### config.mk
export PLATFORM = sky130hd
export DESIGN_NAME = smi_indirect_bridge
export DESIGN_NICKNAME = d
export VERILOG_FILES = /design/src/rtl/smi_bridge_pkg.sv /design/src/rtl/smi_bridge_ctrl.sv /design/src/rtl/smi_bridge_dpath.sv /design/src/rtl/smi_indirect_bridge.sv
export SDC_FILE = /design/constraint.sdc
export NUM_CORES = 1
export LEC_CHECK = 0
export BUFFER_PORTS_ARGS = -buffer_cell sky130_fd_sc_hd__buf_2
export CAP_MARGIN = 0
export CELL_PAD_IN_SITES_DETAIL_PLACEMENT = 0
export CELL_PAD_IN_SITES_GLOBAL_PLACEMENT = 1
export CORE_AREA = 4 4 101 93
export CTS_BUF_LIST = sky130_fd_sc_hd__clkbuf_16
export CTS_CLUSTER_DIAMETER = 40
export DETAILED_ROUTE_END_ITERATION = 6
export DIE_AREA = 0 0 105 97
export PLACE_DENSITY = 0.79
export SLEW_MARGIN = 5
export SYNTH_ARGS = -nofsm -noshare
export SYNTH_HDL_FRONTEND = slang
export SYNTH_HIERARCHICAL = 1
export SYNTH_SLANG_ARGS = --single-unit
### constraint.sdc
create_clock -name clk -period 2.5 [get_ports clk]
set_clock_uncertainty 0.05 [all_clocks]
set_input_delay 0 -clock clk [delete_from_list [all_inputs] [get_ports clk]]
set_output_delay 0 -clock clk [all_outputs]
set_load 0.02 [all_outputs]
### src/rtl/smi_bridge_pkg.sv
package smi_bridge_pkg;

  // Opcode field (command word bits 15:10)
  localparam logic [5:0] OPC_READ  = 6'b100110;
  localparam logic [5:0] OPC_WRITE = 6'b100101;

  typedef enum logic [1:0] {
    RD_CMD  = 2'd0,
    RD_DATA = 2'd1,
    RD_NONE = 2'd2,
    RD_BUS  = 2'd3
  } rdsel_e;

  // Strobes from control to datapath
  typedef struct packed {
    logic   cmdLoad;
    logic   dataHostLoad;
    logic   dataBusLoad;
    logic   directLoad;
    logic   ackNow;
    rdsel_e rdSel;
  } strobe_t;

endpackage

### src/rtl/smi_bridge_ctrl.sv
module smi_bridge_ctrl
  import smi_bridge_pkg::*;
#(
  parameter int DEV_W = 5,
  parameter int REG_W = 5,
  parameter int OPC_W = 6
) (
  input  logic             clk,
  input  logic             rstN,
  input  logic [DEV_W-1:0] strapAddr,
  input  logic             hostReq,
  input  logic             hostWe,
  input  logic [DEV_W-1:0] hostAddr,
  input  logic [REG_W-1:0] hostReg,
  input  logic [OPC_W-1:0] hostOpc,
  input  logic             busAck,
  input  logic             busWe,
  output strobe_t          strb,
  output logic             busy,
  output logic             busActive
);

  typedef enum logic [1:0] {S_IDLE, S_IND, S_DIR} state_e;

  state_e state, stateNext;
  logic directMode, addrHit, opcValid;

  assign directMode = (strapAddr == '0);
  assign addrHit    = (hostAddr == strapAddr);
  assign opcValid   = (hostOpc == OPC_READ) || (hostOpc == OPC_WRITE);
  assign busy       = (state == S_IND);
  assign busActive  = (state != S_IDLE);

  always_comb begin
    strb       = '0;
    strb.rdSel = RD_NONE;
    stateNext  = state;
    if (hostReq) begin
      if (directMode) begin
        if (!busActive) begin
          strb.directLoad = 1'b1;
          stateNext       = S_DIR;
        end
      end else begin
        strb.ackNow = 1'b1;
        if (addrHit && hostReg == REG_W'(0)) begin
          strb.rdSel = RD_CMD;
          if (hostWe && !busActive && opcValid) begin
            strb.cmdLoad = 1'b1;
            stateNext    = S_IND;
          end
        end else if (addrHit && hostReg == REG_W'(1)) begin
          strb.rdSel = RD_DATA;
          if (hostWe && !busActive) strb.dataHostLoad = 1'b1;
        end
      end
    end
    if (busActive && busAck) begin
      stateNext = S_IDLE;
      if (!busWe) strb.dataBusLoad = 1'b1;
      if (state == S_DIR) begin
        strb.ackNow = 1'b1;
        strb.rdSel  = RD_BUS;
      end
    end
  end

  always_ff @(posedge clk) begin
    if (!rstN) state <= S_IDLE;
    else       state <= stateNext;
  end

  // a malformed command leaves the bridge idle
  p_bad_opc_idle_r7: assert property (@(posedge clk) disable iff (!rstN)
    (hostReq && hostWe && !directMode && addrHit && hostReg == REG_W'(0)
     && !opcValid && !busActive) |=> !busActive);

  // busy drops in the cycle after the slave acknowledges
  p_busy_clear_r5: assert property (@(posedge clk) disable iff (!rstN)
    (busy && busAck) |=> !busy);

  // command writes during busy start nothing new
  p_no_restart_r9: assert property (@(posedge clk) disable iff (!rstN)
    (busy && !busAck) |=> busy);

endmodule

### src/rtl/smi_bridge_dpath.sv
module smi_bridge_dpath
  import smi_bridge_pkg::*;
#(
  parameter int DEV_W  = 5,
  parameter int REG_W  = 5,
  parameter int DATA_W = 16
) (
  input  logic              clk,
  input  logic              rstN,
  input  strobe_t           strb,
  input  logic              busy,
  input  logic              busActive,
  input  logic              busAck,
  input  logic              hostWe,
  input  logic [DEV_W-1:0]  hostAddr,
  input  logic [REG_W-1:0]  hostReg,
  input  logic [DATA_W-1:0] hostWdata,
  input  logic [DATA_W-1:0] busRdata,
  output logic              hostAck,
  output logic [DATA_W-1:0] hostRdata,
  output logic              busWe,
  output logic [DEV_W-1:0]  busDev,
  output logic [REG_W-1:0]  busReg,
  output logic [DATA_W-1:0] busWdata
);

  localparam int OPC_W = DATA_W - DEV_W - REG_W;

  logic [DATA_W-2:0] cmdLow;
  logic [DATA_W-1:0] dataReg;
  logic [DATA_W-1:0] rdMux;
  logic [OPC_W-1:0]  opcIn;

  assign opcIn    = hostWdata[DATA_W-1 -: OPC_W];
  assign busWdata = dataReg;

  always_ff @(posedge clk) begin
    if (!rstN) begin
      cmdLow  <= '0;
      busWe   <= 1'b0;
      busDev  <= '0;
      busReg  <= '0;
    end else if (strb.cmdLoad) begin
      cmdLow  <= hostWdata[DATA_W-2:0];
      busWe   <= (opcIn == OPC_WRITE);
      busDev  <= hostWdata[DEV_W+REG_W-1:REG_W];
      busReg  <= hostWdata[REG_W-1:0];
    end else if (strb.directLoad) begin
      busWe   <= hostWe;
      busDev  <= hostAddr;
      busReg  <= hostReg;
    end
  end

  always_ff @(posedge clk) begin
    if (!rstN)                                  dataReg <= '0;
    else if (strb.dataBusLoad)                  dataReg <= busRdata;
    else if (strb.dataHostLoad)                 dataReg <= hostWdata;
    else if (strb.directLoad && hostWe)         dataReg <= hostWdata;
  end

  always_comb begin
    unique case (strb.rdSel)
      RD_CMD:  rdMux = {busy, cmdLow};
      RD_DATA: rdMux = dataReg;
      RD_BUS:  rdMux = busRdata;
      default: rdMux = '1;
    endcase
  end

  always_ff @(posedge clk) begin
    if (!rstN) begin
      hostAck   <= 1'b0;
      hostRdata <= '0;
    end else begin
      hostAck <= strb.ackNow;
      if (strb.ackNow) hostRdata <= rdMux;
    end
  end

  // offset 1 is frozen while a transfer is outstanding
  p_data_held_r8: assert property (@(posedge clk) disable iff (!rstN)
    (busActive && !busAck) |=> $stable(dataReg));

  // request fields hold until acknowledged
  p_fields_stable_r10: assert property (@(posedge clk) disable iff (!rstN)
    (busActive && !busAck) |=> ($stable(busWe) && $stable(busDev) && $stable(busReg)));

endmodule

### src/rtl/smi_indirect_bridge.sv
module smi_indirect_bridge
  import smi_bridge_pkg::*;
#(
  parameter int DEV_W  = 5,
  parameter int REG_W  = 5,
  parameter int DATA_W = 16
) (
  input  logic              clk,
  input  logic              rstN,
  input  logic [DEV_W-1:0]  strapAddr,
  input  logic              hostReq,
  input  logic              hostWe,
  input  logic [DEV_W-1:0]  hostAddr,
  input  logic [REG_W-1:0]  hostReg,
  input  logic [DATA_W-1:0] hostWdata,
  output logic              hostAck,
  output logic [DATA_W-1:0] hostRdata,
  output logic              busReq,
  output logic              busWe,
  output logic [DEV_W-1:0]  busDev,
  output logic [REG_W-1:0]  busReg,
  output logic [DATA_W-1:0] busWdata,
  input  logic              busAck,
  input  logic [DATA_W-1:0] busRdata
);

  localparam int OPC_W = DATA_W - DEV_W - REG_W;

  strobe_t strb;
  logic    busy;
  logic    busActive;

  smi_bridge_ctrl #(.DEV_W(DEV_W), .REG_W(REG_W), .OPC_W(OPC_W)) u_ctrl (
    .clk       (clk),
    .rstN      (rstN),
    .strapAddr (strapAddr),
    .hostReq   (hostReq),
    .hostWe    (hostWe),
    .hostAddr  (hostAddr),
    .hostReg   (hostReg),
    .hostOpc   (hostWdata[DATA_W-1 -: OPC_W]),
    .busAck    (busAck),
    .busWe     (busWe),
    .strb      (strb),
    .busy      (busy),
    .busActive (busActive)
  );

  smi_bridge_dpath #(.DEV_W(DEV_W), .REG_W(REG_W), .DATA_W(DATA_W)) u_dpath (
    .clk       (clk),
    .rstN      (rstN),
    .strb      (strb),
    .busy      (busy),
    .busActive (busActive),
    .busAck    (busAck),
    .hostWe    (hostWe),
    .hostAddr  (hostAddr),
    .hostReg   (hostReg),
    .hostWdata (hostWdata),
    .busRdata  (busRdata),
    .hostAck   (hostAck),
    .hostRdata (hostRdata),
    .busWe     (busWe),
    .busDev    (busDev),
    .busReg    (busReg),
    .busWdata  (busWdata)
  );

  assign busReq = busActive;

  // an accepted read command launches the bus read next cycle
  p_cmd_launch_r3: assert property (@(posedge clk) disable iff (!rstN)
    (hostReq && hostWe && strapAddr != '0 && hostAddr == strapAddr &&
     hostReg == REG_W'(0) && hostWdata[DATA_W-1 -: OPC_W] == OPC_READ && !busReq)
    |=> (busReq && !busWe && busDev == $past(hostWdata[DEV_W+REG_W-1:REG_W]) &&
         busReg == $past(hostWdata[REG_W-1:0])));

  // foreign addresses answer with all ones
  p_foreign_r2: assert property (@(posedge clk) disable iff (!rstN)
    (hostReq && strapAddr != '0 && hostAddr != strapAddr) |=> (hostAck && hostRdata == '1));

  // pass-through acknowledge follows the slave by one cycle
  p_direct_ack_r11: assert property (@(posedge clk) disable iff (!rstN)
    (strapAddr == '0 && busReq && busAck) |=> (hostAck && hostRdata == $past(busRdata)));

endmodule

==> out/metrics.cfg <==
[yosys]
synth_edf_count=0
ys_warn_count=6
synth_simple_gate_area_share_pct=17.4
synth_top_family_by_area=compound AO/OA/AOI/OAI gates
synth_fp_nets=375
avgSynthCellArea_um2=9.66
synth_compound_area_share_pct=19.4
synth.distinct_cells=40
ys_seq_area_share_pct=39.1
ys_ff_latch=61
synthXorXnorAreaFrac_pct=1.68
synthMuxAreaShare_pct=17.2
synthArstFlopShare_pct=0
synth-adder-area-share_pct=0
synthFlopType=dfxtp_1
syn-instance-count=323
synth_area_um2=3120

[worst_setup_path]
r2r_slack_ps=650
crit_arrival_ps=2300
worstSetupPathType=in2reg
crit_fanout=16
r2r_cells=5
cp.required_ps=2640
regToRegStartpoint=u_ctrl/state[0]
cp-start-kind=input pin
worst_setup_path_end_kind=register
critPathLaunch=hostReg[1]
r2r-end=u_dpath/hostRdata[4]

[cts]
cts-buffers-inserted=9
clkTransAtPathRegs_ps=50
ctsLongestPathBuffers=2
clock-root-buffer=clkbuf_16
cts_resized=0
clock_sinks=61
postCtsSetupBuffers=0
cts_tree=built
clock_latency_ps=330
cts.htree.levels=3

[die]
start_util_pct=37.1
die_area_um2=10200
die_h_um=97
num_rows=32
die_w_um=105
core_region_area_um2=8410
ios=97

[worst_hold_path]
min_path_type=in2reg
hold_end=u_dpath/hostRdata[5]
worstHoldPathCells=3
min_from=busRdata[5]

[timing]
period_share_pct=86.5
finalSetupViolations=0
max-slew-margin-rel_pct=41.2
clock.fmax_ghz=0.462
report.final.slew_viol_count=0
worst_slew_pin_slew_ps=883
rsz0062_at_grt=false
fin_tns_setup_ps=0
hold_viol=0
layout_setup_ws_ps=337
fin_crit_ps=2160

[power_and_ir_drop]
leakage_nw=2.01
design_power_total_mw=2.79
vdd_ir_drop_max_mv=0.392
pwr_density_cell_nw_per_um2=645

[drt]
drt_pass1_iterations=4
vias=2759
vias_per_cell=4.98
wl_per_cell_um=15.9
wl_um=8840
ant_nets=0
drc_errors=0
drt_iter0_drc=128

[global_routing]
antenna_found_initial=0
grtUsageTotal_pct=17.8
grt_pass1_wl_um=14700
grt_pass1_vias=2869
grt_max_degree=54
grt_overflow=0

[cells_and_area]
layout_common_cells=buf_2, dfxtp_1, nor2_1, mux2i_1
drive_above_1_share_pct=34.3
diodes=0
nets=499
fin_area_um2=4330
final_common_cell=buf_2
area_growth_pct=38.9

[place]
hpwl_um=6120
postPlaceCellArea_um2=3660
dp_slack_ps=67.2
globalplace.congestion=0.777
numPortBuffers=96

[run_status]
status=completed

[run]
max-cap-violations=0

[how the worst max path moves through the flow]
stage	slack, ps	depth (start not counted)	end
6_report	340	8	u_dpath/hostRdata[4]
2_1_floorplan	600	9	u_dpath/hostRdata[10]
3_3_place_gp	270	8	u_dpath/hostRdata[4]
4_1_cts	380	8	u_dpath/hostRdata[4]
5_1_grt	180	8	u_dpath/hostRdata[4]
3_5_place_dp	70	8	u_dpath/hostRdata[4]
[power breakdown]
part           leakage, nW  total (mW)  switching [mW]  internal, mW
Combinational         1.34       0.266           0.142         0.125
Sequential           0.497        1.01          0.0152         0.998
Clock                0.175        1.51           0.445          1.07
Total                 2.01        2.79           0.601          2.19
[cell type report]
type                            instances  area, µm²
Timing Repair Buffer                  137        866
Tap cell                              102        128
Clock buffer                            9        225
Fill cell                             793       4080
Multi-Input combinational cell        237       1750
Sequential cell                        61       1220
Inverter                                1       3.75
Clock inverter                          7        138
[registers in the layout (all words and copies together), names as in the netlist]
register           cells
u_dpath/busReg         5
u_dpath/busDev         5
u_dpath/busWdata      16
u_dpath/hostAck        1
u_dpath/cmdLow        15
u_dpath/busWe          1
u_dpath/hostRdata     16
u_ctrl/state           2
[metrics by stage]
step	hold slack, ps	cells	utilization (%)
after global routing	38.0	554	51.5
after floorplan	67.5	323	-
after CTS	0.978	554	51.5
after detailed placement	244	507	43.5
after global placement	240	507	43.5
final	8.88	554	51.5
[cells by family after synthesis]
family,after synthesis
AND/OR/NAND/NOR,109
AO/OA/AOI/OAI,74
flip-flops,61
multiplexers,48
buffers and inverters,25
XOR/XNOR,6
[synthesized netlist by cell type, types with 7 or more instances]
cell type   n  area [µm²]
and2_1     11        68.8
nor2b_1     7        43.8
o21ai_1    10        50.1
a211oi_2   10         125
o211a_1    17         170
buf_2      10        50.1
o21ai_0    16        80.1
nand2_1    31         116
nor2_1     35         131
mux2i_1    32         320
dfxtp_1    61        1220
mux2_4     10         150
nand2b_1   11        68.8
[what timing repair did]
action,in CTS,in global routing
endpoints found under the hold margin,47,0
hold buffers,31,0
endpoints found under the setup margin,0,0
[per-layer routing]
layer | vias to the layer above | track usage, % | routed length (µm)
li1 | 1390 | - | -
met1 | 1287 | 22.8 | 3930
met5 | - | 0 | 0
met3 | 7 | 4.14 | 483
met2 | 75 | 30.1 | 4350
met4 | 0 | 4.84 | 69
[critical path, cell delays in order]
cell	delay, ps
buf_2	100
nor4_1	530
nand4_1	280
nor3_1	320
nand2_1	140
nand2b_1	510
o21ai_0	340
a211oi_1	70
Power figures use the tool's default switching activity.
